### src/rtl/rgbfmt_pkg.sv
`timescale 1ns/1ps
package rgbfmt_pkg;

  localparam int CH_W   = 8;
  localparam int PIX_W  = 3 * CH_W;
  localparam int CTRL_W = 17;
  localparam logic [31:0] FMT_ID = 32'h0064_7069;

  typedef enum logic [1:0] {
    ORD_RGB = 2'd0,
    ORD_BGR = 2'd1,
    ORD_GRB = 2'd2,
    ORD_BRG = 2'd3
  } order_e;

  typedef enum logic [2:0] {
    PK_ZERO   = 3'd0,
    PK_565_LO = 3'd1,
    PK_565_SP = 3'd2,
    PK_565_MD = 3'd3,
    PK_666_LO = 3'd4,
    PK_666_SP = 3'd5,
    PK_888    = 3'd6,
    PK_RSVD   = 3'd7
  } pack_e;

  // Field order matches the control word, bit 16 first.
  typedef struct packed {
    logic   oe_mode;
    order_e order;
    pack_e  pack;
    logic   pclk_inv;
    logic   hs_inv;
    logic   vs_inv;
    logic   oe_inv;
    logic   hs_fall;
    logic   vs_fall;
    logic   oe_fall;
    logic   hs_dis;
    logic   vs_dis;
    logic   oe_dis;
    logic   en;
  } ctrl_t;

  function automatic logic [PIX_W-1:0] reorder_px(input logic [PIX_W-1:0] px,
                                                  input order_e ord);
    logic [CH_W-1:0] r, g, b;
    r = px[3*CH_W-1:2*CH_W];
    g = px[2*CH_W-1:CH_W];
    b = px[CH_W-1:0];
    case (ord)
      ORD_BGR: reorder_px = {b, g, r};
      ORD_GRB: reorder_px = {g, r, b};
      ORD_BRG: reorder_px = {b, r, g};
      default: reorder_px = {r, g, b};
    endcase
  endfunction

  function automatic logic [PIX_W-1:0] pack_px(input logic [PIX_W-1:0] px,
                                               input pack_e code);
    logic [CH_W-1:0] r, g, b;
    r = px[3*CH_W-1:2*CH_W];
    g = px[2*CH_W-1:CH_W];
    b = px[CH_W-1:0];
    case (code)
      PK_565_LO: pack_px = {8'b0, r[7:3], g[7:2], b[7:3]};
      PK_565_SP: pack_px = {3'b0, r[7:3], 2'b0, g[7:2], 3'b0, b[7:3]};
      PK_565_MD: pack_px = {2'b0, r[7:3], 3'b0, g[7:2], 2'b0, b[7:3], 1'b0};
      PK_666_LO: pack_px = {6'b0, r[7:2], g[7:2], b[7:2]};
      PK_666_SP: pack_px = {2'b0, r[7:2], 2'b0, g[7:2], 2'b0, b[7:2]};
      PK_888:    pack_px = {r, g, b};
      default:   pack_px = '0;
    endcase
  endfunction

endpackage

### src/rtl/rgbfmt_regs.sv
`timescale 1ns/1ps
module rgbfmt_regs
  import rgbfmt_pkg::*;
#(
  parameter int ADDR_W = 8,
  parameter int REG_W  = 32
) (
  input  logic              clk,
  input  logic              rst_n,
  input  logic              wr,
  input  logic [ADDR_W-1:0] addr,
  input  logic [REG_W-1:0]  wdata,
  output logic [REG_W-1:0]  rdata,
  output ctrl_t             ctrl
);

  localparam int PAD_W = REG_W - CTRL_W;

  logic  hit_ctrl;
  logic  stray_wr;
  ctrl_t ctrl_q;

  assign hit_ctrl = (addr == '0);
  assign stray_wr = wr && !hit_ctrl;

  always_ff @(posedge clk or negedge rst_n) begin
    if (!rst_n)
      ctrl_q <= '0;
    else if (wr && hit_ctrl)
      ctrl_q <= ctrl_t'(wdata[CTRL_W-1:0]);
  end

  assign ctrl  = ctrl_q;
  assign rdata = hit_ctrl ? {{PAD_W{1'b0}}, ctrl_q} : REG_W'(FMT_ID);

  AST_STRAY_WRITE_IGNORED: assert property (@(posedge clk) disable iff (!rst_n)
    stray_wr |=> $stable(ctrl_q));

endmodule

### src/rtl/rgbfmt_pixel_path.sv
`timescale 1ns/1ps
module rgbfmt_pixel_path
  import rgbfmt_pkg::*;
(
  input  logic             clk,
  input  logic             rst_n,
  input  logic             flush,
  input  order_e           order,
  input  pack_e            pack,
  input  logic [PIX_W-1:0] pix_in,
  output logic [PIX_W-1:0] data_q
);

  logic [PIX_W-1:0] shuffled;
  logic [PIX_W-1:0] packed_px;
  logic             zero_code;
  logic             straight;

  assign shuffled  = reorder_px(pix_in, order);
  assign packed_px = pack_px(shuffled, pack);
  assign zero_code = (pack == PK_ZERO) || (pack == PK_RSVD);
  assign straight  = (pack == PK_888) && (order == ORD_RGB);

  always_ff @(posedge clk or negedge rst_n) begin
    if (!rst_n)     data_q <= '0;
    else if (flush) data_q <= '0;
    else            data_q <= packed_px;
  end

  AST_ZERO_CODE_BLANK: assert property (@(posedge clk) disable iff (!rst_n)
    zero_code |=> (data_q == '0));

  AST_FULL_WIDTH_PASS: assert property (@(posedge clk) disable iff (!rst_n)
    (!flush && straight) |=> (data_q == $past(pix_in)));

  AST_FLUSH_CLEARS: assert property (@(posedge clk) disable iff (!rst_n)
    flush |=> (data_q == '0));

endmodule

### src/rtl/rgbfmt_sync_lane.sv
`timescale 1ns/1ps
module rgbfmt_sync_lane (
  input  logic clk,
  input  logic rst_n,
  input  logic flush,
  input  logic raw,
  input  logic inv,
  input  logic fall,
  input  logic dis,
  output logic lane_out
);

  logic level;
  logic launch;
  logic rise_q;
  logic fall_q;

  assign level  = dis ? 1'b0 : raw;
  assign launch = level ^ inv;

  always_ff @(posedge clk or negedge rst_n) begin
    if (!rst_n)     rise_q <= 1'b0;
    else if (flush) rise_q <= 1'b0;
    else            rise_q <= launch;
  end

  // Retimes the rising-edge value by half a cycle.
  always_ff @(negedge clk or negedge rst_n) begin
    if (!rst_n)     fall_q <= 1'b0;
    else if (flush) fall_q <= 1'b0;
    else            fall_q <= rise_q;
  end

  assign lane_out = fall ? fall_q : rise_q;

  AST_LANE_ONE_CYCLE: assert property (@(posedge clk) disable iff (!rst_n)
    (!flush && !dis) |=> (rise_q == ($past(raw) ^ $past(inv))));

  AST_DISABLED_INACTIVE: assert property (@(posedge clk) disable iff (!rst_n)
    (!flush && dis) |=> (rise_q == $past(inv)));

  AST_FALL_HALF_CYCLE: assert property (@(posedge clk) disable iff (!rst_n)
    !flush |-> (fall_q == rise_q));

endmodule

### src/rtl/rgb_bus_formatter.sv
`timescale 1ns/1ps
module rgb_bus_formatter
  import rgbfmt_pkg::*;
#(
  parameter int ADDR_W = 8,
  parameter int REG_W  = 32
) (
  input  logic              clk,
  input  logic              rst_n,
  input  logic              reg_wr,
  input  logic [ADDR_W-1:0] reg_addr,
  input  logic [REG_W-1:0]  reg_wdata,
  output logic [REG_W-1:0]  reg_rdata,
  input  logic [23:0]       pix_rgb,
  input  logic              pix_hs,
  input  logic              pix_vs,
  input  logic              pix_de,
  output logic              out_pclk,
  output logic [23:0]       out_data,
  output logic              out_hs,
  output logic              out_vs,
  output logic              out_en
);

  localparam int N_LANE = 3;

  ctrl_t             ctrl;
  logic              en_prev;
  logic              start_pulse;
  logic              flush;
  logic [PIX_W-1:0]  data_q;
  logic [N_LANE-1:0] lane_raw, lane_inv, lane_fall, lane_dis, lane_out;

  rgbfmt_regs #(.ADDR_W(ADDR_W), .REG_W(REG_W)) u_regs (
    .clk   (clk),
    .rst_n (rst_n),
    .wr    (reg_wr),
    .addr  (reg_addr),
    .wdata (reg_wdata),
    .rdata (reg_rdata),
    .ctrl  (ctrl)
  );

  always_ff @(posedge clk or negedge rst_n) begin
    if (!rst_n) en_prev <= 1'b0;
    else        en_prev <= ctrl.en;
  end

  assign start_pulse = ctrl.en && !en_prev;
  assign flush       = !ctrl.en || start_pulse;

  rgbfmt_pixel_path u_pix (
    .clk    (clk),
    .rst_n  (rst_n),
    .flush  (flush),
    .order  (ctrl.order),
    .pack   (ctrl.pack),
    .pix_in (pix_rgb),
    .data_q (data_q)
  );

  // Lane 0 is hsync, lane 1 is vsync, lane 2 is output-enable.
  assign lane_raw  = {ctrl.oe_mode ? pix_de : (pix_hs | pix_vs), pix_vs, pix_hs};
  assign lane_inv  = {ctrl.oe_inv,  ctrl.vs_inv,  ctrl.hs_inv};
  assign lane_fall = {ctrl.oe_fall, ctrl.vs_fall, ctrl.hs_fall};
  assign lane_dis  = {ctrl.oe_dis,  ctrl.vs_dis,  ctrl.hs_dis};

  for (genvar i = 0; i < N_LANE; i++) begin : g_lane
    rgbfmt_sync_lane u_lane (
      .clk      (clk),
      .rst_n    (rst_n),
      .flush    (flush),
      .raw      (lane_raw[i]),
      .inv      (lane_inv[i]),
      .fall     (lane_fall[i]),
      .dis      (lane_dis[i]),
      .lane_out (lane_out[i])
    );
  end

  assign out_data = {PIX_W{ctrl.en}} & data_q;
  assign out_hs   = ctrl.en & lane_out[0];
  assign out_vs   = ctrl.en & lane_out[1];
  assign out_en   = ctrl.en & lane_out[2];
  assign out_pclk = ctrl.en & (clk ^ ctrl.pclk_inv);

  AST_OFF_PIPE_CLEAR: assert property (@(posedge clk) disable iff (!rst_n)
    !ctrl.en |=> (data_q == '0));

  AST_RESTART_FLUSH: assert property (@(posedge clk) disable iff (!rst_n)
    start_pulse |=> ((out_data == '0) && !out_hs && !out_vs && !out_en));

endmodule

### config.mk
export PLATFORM = sky130hd
export DESIGN_NAME = rgb_bus_formatter
export DESIGN_NICKNAME = d
export VERILOG_FILES = /design/src/rtl/rgbfmt_pkg.sv /design/src/rtl/rgbfmt_regs.sv /design/src/rtl/rgbfmt_pixel_path.sv /design/src/rtl/rgbfmt_sync_lane.sv /design/src/rtl/rgb_bus_formatter.sv
export SDC_FILE = /design/constraint.sdc
export NUM_CORES = 1
export LEC_CHECK = 0
export CAP_MARGIN = 15
export CORE_MARGIN = 2
export CORE_UTILIZATION = 45
export CTS_CLUSTER_DIAMETER = 60
export DETAILED_ROUTE_END_ITERATION = 12
export GPL_TIMING_DRIVEN = 0
export PLACE_DENSITY = 0.89
export SYNTH_ARGS = -nofsm -noshare
export SYNTH_HDL_FRONTEND = slang
export SYNTH_HIERARCHICAL = 1
export SYNTH_SLANG_ARGS = --single-unit
### constraint.sdc
create_clock -name clk -period 2.2 [get_ports clk]
set_clock_uncertainty 0.2 [all_clocks]
set_input_delay 0.33 -clock clk [delete_from_list [all_inputs] [get_ports clk]]
set_output_delay 0.33 -clock clk [all_outputs]
set_load 0.01 [all_outputs]
Word-level counts from Yosys, hierarchy flattened:

Index checks and enable logic that the tools add are counted.

* equality and inequality tests: 9
* mux-type cells: 17
* bitwise gates (word level): 10
* reduce and logical (&&, ||, !) cells: 6

Operators by type and width (count)
* case mux 24 bit (6 select lines): 1
* case mux 24 bit (3 select lines): 1
* AND 24 bit: 1
* two-way mux 24 bit: 1
* two-way mux 23 bit: 1
* two-way mux 1 bit: 13
* == test 3 bit, second input constant: 3
* zero test 8 bit: 1
* == test 3 x 2 -> 1 bit, second input constant: 2
* AND 1 bit: 4
* == test 2 bit, second input constant: 2
* bitwise XOR 1 bit: 4
* == test 3 x 1 -> 1 bit, second input constant: 1
* == test 2 x 1 -> 1 bit, second input constant: 1
* logical AND 1 bit: 2
* zero test 1 bit: 2
* logical OR 1 bit: 1
* bitwise OR 1 bit: 1

* flip-flop bits (word level): 48
* bits of input ports: 70
* output and inout bits: 60
* word-level logic and storage cells: 64

Longest topological paths before layout:

Gate-level depths: netlist of the first run.

* word-level depth: 5
* depth in mapped cells: 6
* depth with buffers taken out: 4

Hierarchy:

The synthesis of the first run kept the hierarchy.

By module, submodules not included
* rgbfmt_pixel_path: instances 1, cells an instance 206, area each 1931.9 um^2, seq. area each 600.6 um^2
* rgbfmt_regs: instances 1, cells an instance 74, area each 940.9 um^2, seq. area each 425.4 um^2
* rgbfmt_sync_lane: instances 3, cells an instance 8, area each 106.4 um^2, seq. area each 50.0 um^2
* rgb_bus_formatter: instances 1, cells an instance 37, area each 282.8 um^2, seq. area each 25.0 um^2

==> results of run 1 <==
[synthesized netlist by cell type, types with 5 or more instances]
cell type   n
mux4_2      5
nor3_1      7
nor2_1     22
buf_4      14
clkbuf_1   10
nand2_1    11
nand2b_1   14
dfrtp_1    45
a211oi_1    5
and2_4      6
o21ai_0    11
nor2b_1    10
buf_2       6
and3_1     11
and2_1     14
a21oi_1    13
mux2_4     17
mux2_2     12
o22ai_1     7
inv_1       5
and2_2      9
mux2i_1    16
[logic make-up after synthesis]
logic type      after synthesis  synth area share, %
simple gates                117                 20.5
compound gates               75                 16.1
mux                          54                 20.4
flops                        48                 34.6
buf+inv                      45                 8.07
xor+xnor                      1                0.252
other cells                   1                0.108
[state kept, by name, indices dropped and copies added, names as in the netlist]
name and count:
u_pix/data_q 24, g_lane.u_lane/rise_q 3, u_regs/ctrl 17, en_prev 1, g_lane.u_lane/fall_q 3
[layout make-up]
| class | instances | area share, % |
|---|---|---|
| multi-input cells | 259 | 41.8 |
| flip-flops and latches | 48 | 23.8 |
| inverters | 6 | 0.471 |
| well taps | 102 | 2.53 |
| clock inverters | 2 | 0.768 |
| repair buffers | 125 | 22.6 |
| clock buffers | 9 | 2.40 |
| plain buffers | 38 | 5.60 |
[power by group through the flow]
stage / clock, µW / combinational, µW / sequential [µW]
3_3_place_gp: 14.2 / 451 / 931
3_5_place_dp: 14.2 / 455 / 933
6_report: 787 / 495 / 916
4_1_cts: 806 / 472 / 916
2_1_floorplan: 11.9 / 256 / 928
5_1_grt: 841 / 529 / 919
[stage by stage]
stage	instance area, µm²	instances	power [µW]	util [%]	hold slack [ns]
floorplan	3550	352	1200	-	-0.166
global placement	4700	556	1400	61.7	0.251
detailed placement	4710	557	1400	61.9	0.0994
CTS	5030	587	2190	66.2	0.218
global route	5050	589	2290	66.4	0.199
finish	5050	589	2200	66.4	0.192
[layer usage]
| layer | track usage (%) | vias to the layer above |
|---|---|---|
| li1 | - | 1495 |
| met1 | 37.6 | 1555 |
| met2 | 41.7 | 142 |
| met3 | 5.67 | 29 |
| met4 | 9.45 | 0 |
| met5 | 0 | - |
[what timing repair did]
action | CTS | global route
buffers inserted | 18 | 3
cloned | 1 | 0
endpoints found under the setup margin | 53 | 52
hold endpoints to repair | 16 | 0
resized for setup | 93 | 43
pin swaps | 4 | 3
hold buffers | 1 | 0
[path summary, 6_finish.rpt]
| kind | start | end | cells after the start |
|---|---|---|---|
| worst max-delay path | g_lane[2].u_lane/fall_q | out_en | 3 |
| worst min-delay path | rst_n | u_regs/ctrl[10] | 2 |
| worst max register to register | u_regs/ctrl[0] | g_lane[2].u_lane/fall_q | 4 |
| worst min register to register | u_regs/ctrl[14] | u_regs/ctrl[14] | 1 |
| max in group asynchronous | rst_n | g_lane[0].u_lane/fall_q | 3 |
| min in group clk | reg_wdata[14] | u_regs/ctrl[14] | 2 |
==> impl_metrics.py, run 1 <==
metrics = {
    "yosys": {
        "netlist_instances": 341,
        "syn_area_um2": 3470,
        "seq_area_frac_synth_pct": 34.6,
        "synth_top_area_cell": "dfrtp_1",
        "ys.flop_type": "dfrtp_1",
        "post_synth.cell_area_avg_um2": 10.2,
        "yosysWarnings": 6,
        "ys_ff_latch": 48,
        "synth_cell_type_count": 62,
        "synth_area_leaders": "dfrtp_1, mux2_4, mux2i_1",
        "synth-edff-count": 0,
        "async_reset_ff_share_pct": 100,
        "yosysTopAreaCellShare_pct": 32.4,
    },
    "pwr": {
        "switching_share_pct": 27.1,
        "ir_drop_mv": 0.297,
        "switching_power_uw": 595,
        "internal_power_uw": 1600,
        "p_comb_share_pct": 22.5,
        "p_leak_uw": 0.00240,
        "powerDensity_nw_per_um2": 435,
        "power.share.clock_pct": 35.8,
        "seq_power_share_pct": 41.7,
    },
    "final_layout": {
        "layout_commonest_cell": "clkdlybuf4s50_1",
        "final_nets": 556,
        "drive_gt1_share_pct": 33.1,
        "regArea_um2": 1200,
        "multi_input_area_um2": 2110,
        "antennaDiodeCount": 0,
        "syn2layout_area_growth_pct": 45.3,
        "final_cell_mix": "clkdlybuf4s50_1, dfrtp_1, buf_4",
        "fill_cells": 614,
    },
    "die": {
        "die_h_um": 91.9,
        "die_area_um2": 8440,
        "core_um2": 7610,
        "placementRows": 32,
        "boundaryPins": 130,
        "die_x_um": 91.9,
        "initial_core_util_pct": 45.7,
    },
    "placement": {
        "pre_cts_slack_ns": -0.891,
        "gp_congestion": 0.948,
        "port_buffers": 102,
        "hpwl_mm": 8.16,
    },
    "hold_path": {
        "hp-class": "in2async",
    },
    "sta": {
        "finalHoldViolations": 0,
        "rsz0062_at_grt": "yes",
        "slew_headroom_pct": 59.4,
        "setup_slack_ns": -0.696,
        "tightest_slew_ns": 0.592,
        "tns_ns": -2.24,
        "setup_violations": 6,
        "finalMaxSlewViolations": 0,
    },
    "global_route": {
        "grt-ovfl-total": 0,
        "gr-usage-all-layers_pct": 26.9,
        "grt_pass1_vias": 3193,
        "grt_pass1_wl_mm": 17.5,
        "grt_max_degree": 32,
        "antenna_found_initial": 0,
    },
    "worst_setup_path": {
        "critPathMaxStageDelay_ns": 0.34,
        "r2r_slack_ns": -0.06,
        "path_cells": "mux2_4 -> and2_4 -> buf_6",
        "endpoint_kind": "primary output",
        "crit_arrival_ns": 2.37,
        "crit_path_max_fanout": 1,
        "path_buf_inv": 1,
        "critPathSlowestCell": "dfrtn_1",
        "crit_path_start_kind": "register",
        "crit_required_ns": 1.67,
        "path_class": "reg2out",
        "cp_top_family": "flip-flops",
    },
    "routing": {
        "initialDrtViolationCount": 286,
        "drt-vias-per-instance": 5.47,
        "wl_per_cell_um": 19.2,
        "dr.pass1.iters": 5,
        "wl_met1_mm": 4.99,
        "final_antenna_net_count": 0,
        "wl_mm": 11.3,
        "drc_errors": 0,
        "via_count": 3221,
        "route.met3.wl_um": 721,
        "met2_length_mm": 5.33,
        "highest_layer": "met4",
    },
    "clock_network": {
        "clk_pin_slew_ns": 0.09,
        "cts_tree": "yes",
        "clkLatencyLatePin_ns": 0.40,
    },
    "job": {
        "drv_cap": 0,
    },
    "status": {
        "violations": "negative setup slack",
        "status": "finished with violations",
    },
}
Note: power is estimated with default switching activity, not from simulation.
==> run 2, diff against run 1 <==
CORE_MARGIN = 1   (was 2)
CORE_UTILIZATION = 44   (was 45)
SYNTH_HIERARCHICAL = not set   (was 1)
==> impl_metrics.py, run 2 <==
metrics = {
    "status": {
        "status": "finished with violations",
        "violations": "negative setup slack",
    },
    "routing": {
        "drt-vias-per-instance": 5.63,
        "wl_mm": 10.7,
        "initialDrtViolationCount": 260,
        "via_count": 3201,
        "final_antenna_net_count": 0,
        "dr.pass1.iters": 6,
        "drc_errors": 0,
        "wl_per_cell_um": 18.8,
    },
    "yosys": {
        "synth_compound_area_share_pct": 15.2,
        "synth_area_leaders": "dfrtp_1, and2_1, mux2i_1",
        "syn_area_um2": 3290,
        "yosysWarnings": 0,
        "netlist_instances": 331,
        "synth-edff-count": 0,
        "seq_area_frac_synth_pct": 36.5,
        "synth_commonest_cells": "dfrtp_1, and2_1, nor2_1",
        "synth.area.mux_share_pct": 20.7,
        "yosysMostFrequentCell": "dfrtp_1",
        "ys_ff_latch": 48,
        "synth_top_area_cell": "dfrtp_1",
        "synth_cell_type_count": 53,
        "yosysTopAreaCellShare_pct": 34.2,
        "post_synth.cell_area_avg_um2": 9.93,
        "ys.flop_type": "dfrtp_1",
        "async_reset_ff_share_pct": 100,
        "synth-adder-area-share_pct": 0,
        "yosys.area_share.xor_xnor_pct": 1.07,
        "synthSimpleGateAreaFrac_pct": 19.6,
        "synth_top_family_by_area": "multiplexers",
    },
    "placement": {
        "port_buffers": 102,
        "dp.cells": 544,
        "place_area_um2": 4490,
        "gp_congestion": 0.925,
        "hpwl_mm": 8.08,
    },
    "sta": {
        "finalHoldViolations": 0,
        "tightest_slew_ns": 0.680,
        "setup_slack_ns": -0.619,
        "fin_hold_ws_ns": 0.153,
        "setup_violations": 7,
        "slew_headroom_pct": 54.2,
        "rsz0062_at_grt": "yes",
        "finalMaxSlewViolations": 0,
    },
    "die": {
        "initial_core_util_pct": 45.3,
        "die_area_um2": 7820,
        "die_x_um": 88.4,
        "core_um2": 7250,
        "die_h_um": 88.4,
        "placementRows": 31,
        "boundaryPins": 130,
    },
    "pwr": {
        "p_leak_uw": 0.00247,
        "totalPowerFinal_uw": 2260,
        "ir_drop_mv": 0.431,
        "powerDensity_nw_per_um2": 468,
    },
    "global_route": {
        "gr-usage-all-layers_pct": 27.2,
        "grt_pass1_vias": 3065,
        "grt_pass1_wl_mm": 15.8,
        "grt_max_degree": 31,
        "antenna_found_initial": 0,
        "grt-ovfl-total": 0,
    },
    "worst_setup_path": {
        "crit_arrival_ns": 2.29,
        "endpoint_kind": "primary output",
        "crit_required_ns": 1.67,
        "crit_path_max_fanout": 1,
        "path_class": "reg2out",
        "worstRegToRegCells": 2,
        "crit_path_start_kind": "register",
    },
    "final_layout": {
        "layout_commonest_cell": "clkdlybuf4s50_1",
        "multi_input_area_um2": 1950,
        "syn2layout_area_growth_pct": 47.0,
        "post-route-cell-area_um2": 4830,
        "layoutNonFillerInstCount": 569,
        "largest_reg_flops": 24,
        "final_nets": 539,
        "regArea_um2": 1200,
        "fill_cells": 583,
        "antennaDiodeCount": 0,
        "final_cell_mix": "clkdlybuf4s50_1, dfrtp_1, and2_1",
        "registers.top_by_ff_count": "u_pix.data_q",
        "drive_gt1_share_pct": 28.9,
    },
    "clock_network": {
        "clkLatencyLatePin_ns": 0.41,
        "clk_pin_slew_ns": 0.10,
        "cts_tree": "yes",
    },
    "job": {
        "drv_cap": 0,
    },
    "hold_path": {
        "hp-class": "in2async",
    },
}
-- run 2: changes by cell type after synthesis, sizes merged, moves of 5 or more --
cell    change
and3        -7
mux2i       +5
a21oi       -8
and2        +6
buf         -6
nor2        +7
nand2b      -7
mux2        -7
-- run 2: metrics by stage --
step | utilization, % | setup WS, ns | setup TNS [ns]
after floorplan | - | -0.0421 | -0.126
after global placement | 61.7 | -1.60 | -50.92
after detailed placement | 61.9 | -0.809 | -19.42
after CTS | 65.2 | -0.623 | -2.15
after global routing | 66.6 | -0.655 | -2.06
final | 66.6 | -0.619 | -1.78
-- run 2: final timing paths --
path / startpoint / end / slack (ns)
worst max-delay path: g_lane[1].u_lane.fall_q / out_vs / -0.62
worst min-delay path: rst_n / u_regs.ctrl[9] / 0.15
worst max register to register: u_regs.ctrl[0] / g_lane[2].u_lane.fall_q / 0
worst min register to register: u_regs.ctrl[2] / u_regs.ctrl[2] / 0.36
max in group asynchronous: rst_n / g_lane[0].u_lane.fall_q / 0.21
min in group clk: reg_wdata[15] / u_regs.ctrl[15] / 0.33
-- run 2: layout make-up --
cell class                      count  area share [%]
Buffer                             34            5.15
Clock buffer                        8            2.10
Clock inverter                      3            1.42
Inverter                            5           0.492
Multi-Input combinational cell    254            40.3
Sequential cell                    48            24.9
Tap cell                           99            2.56
Timing Repair Buffer              118            23.1
-- run 2: logic make-up (layout without fill, tap and decap cells) --
kind of cell,count (synthesis),count (layout)
mux,53,53
buf+inv,40,168
compound gates,70,70
xor+xnor,4,4
flops,48,48
other cells,1,12
simple gates,115,115
-- run 2: repair_timing --
| item | CTS | global route |
|---|---|---|
| endpoints found under the setup margin | 56 | 50 |
| pin swaps | 4 | 4 |
| resized for setup | 137 | 55 |
| endpoints found under the hold margin | 17 | 0 |
| setup buffers | 12 | 8 |
| hold buffers | 1 | 0 |
-- run 2: critical path, cell delays in order, from the launching register on --
cell,delay (ns)
dfrtn_1,0.40
mux2i_1,0.07
nor2b_1,0.14
buf_2,0.16
-- run 2: power by group --
group	internal (µW)	switching (µW)	total, µW
registers	900	18.8	919
clock network	544	342	886
logic	229	227	456
-- run 2: layer usage --
| layer | routed length, µm | track usage [%] | up-vias | share of wire [%] |
|---|---|---|---|---|
| met5 | 0 | 0 | - | 0 |
| met4 | 222 | 8.06 | 0 | 2.1 |
| met3 | 738 | 4.20 | 22 | 6.9 |
| met2 | 5350 | 45.2 | 161 | 50 |
| met1 | 4370 | 36.8 | 1573 | 41 |
| li1 | - | - | 1445 | - |
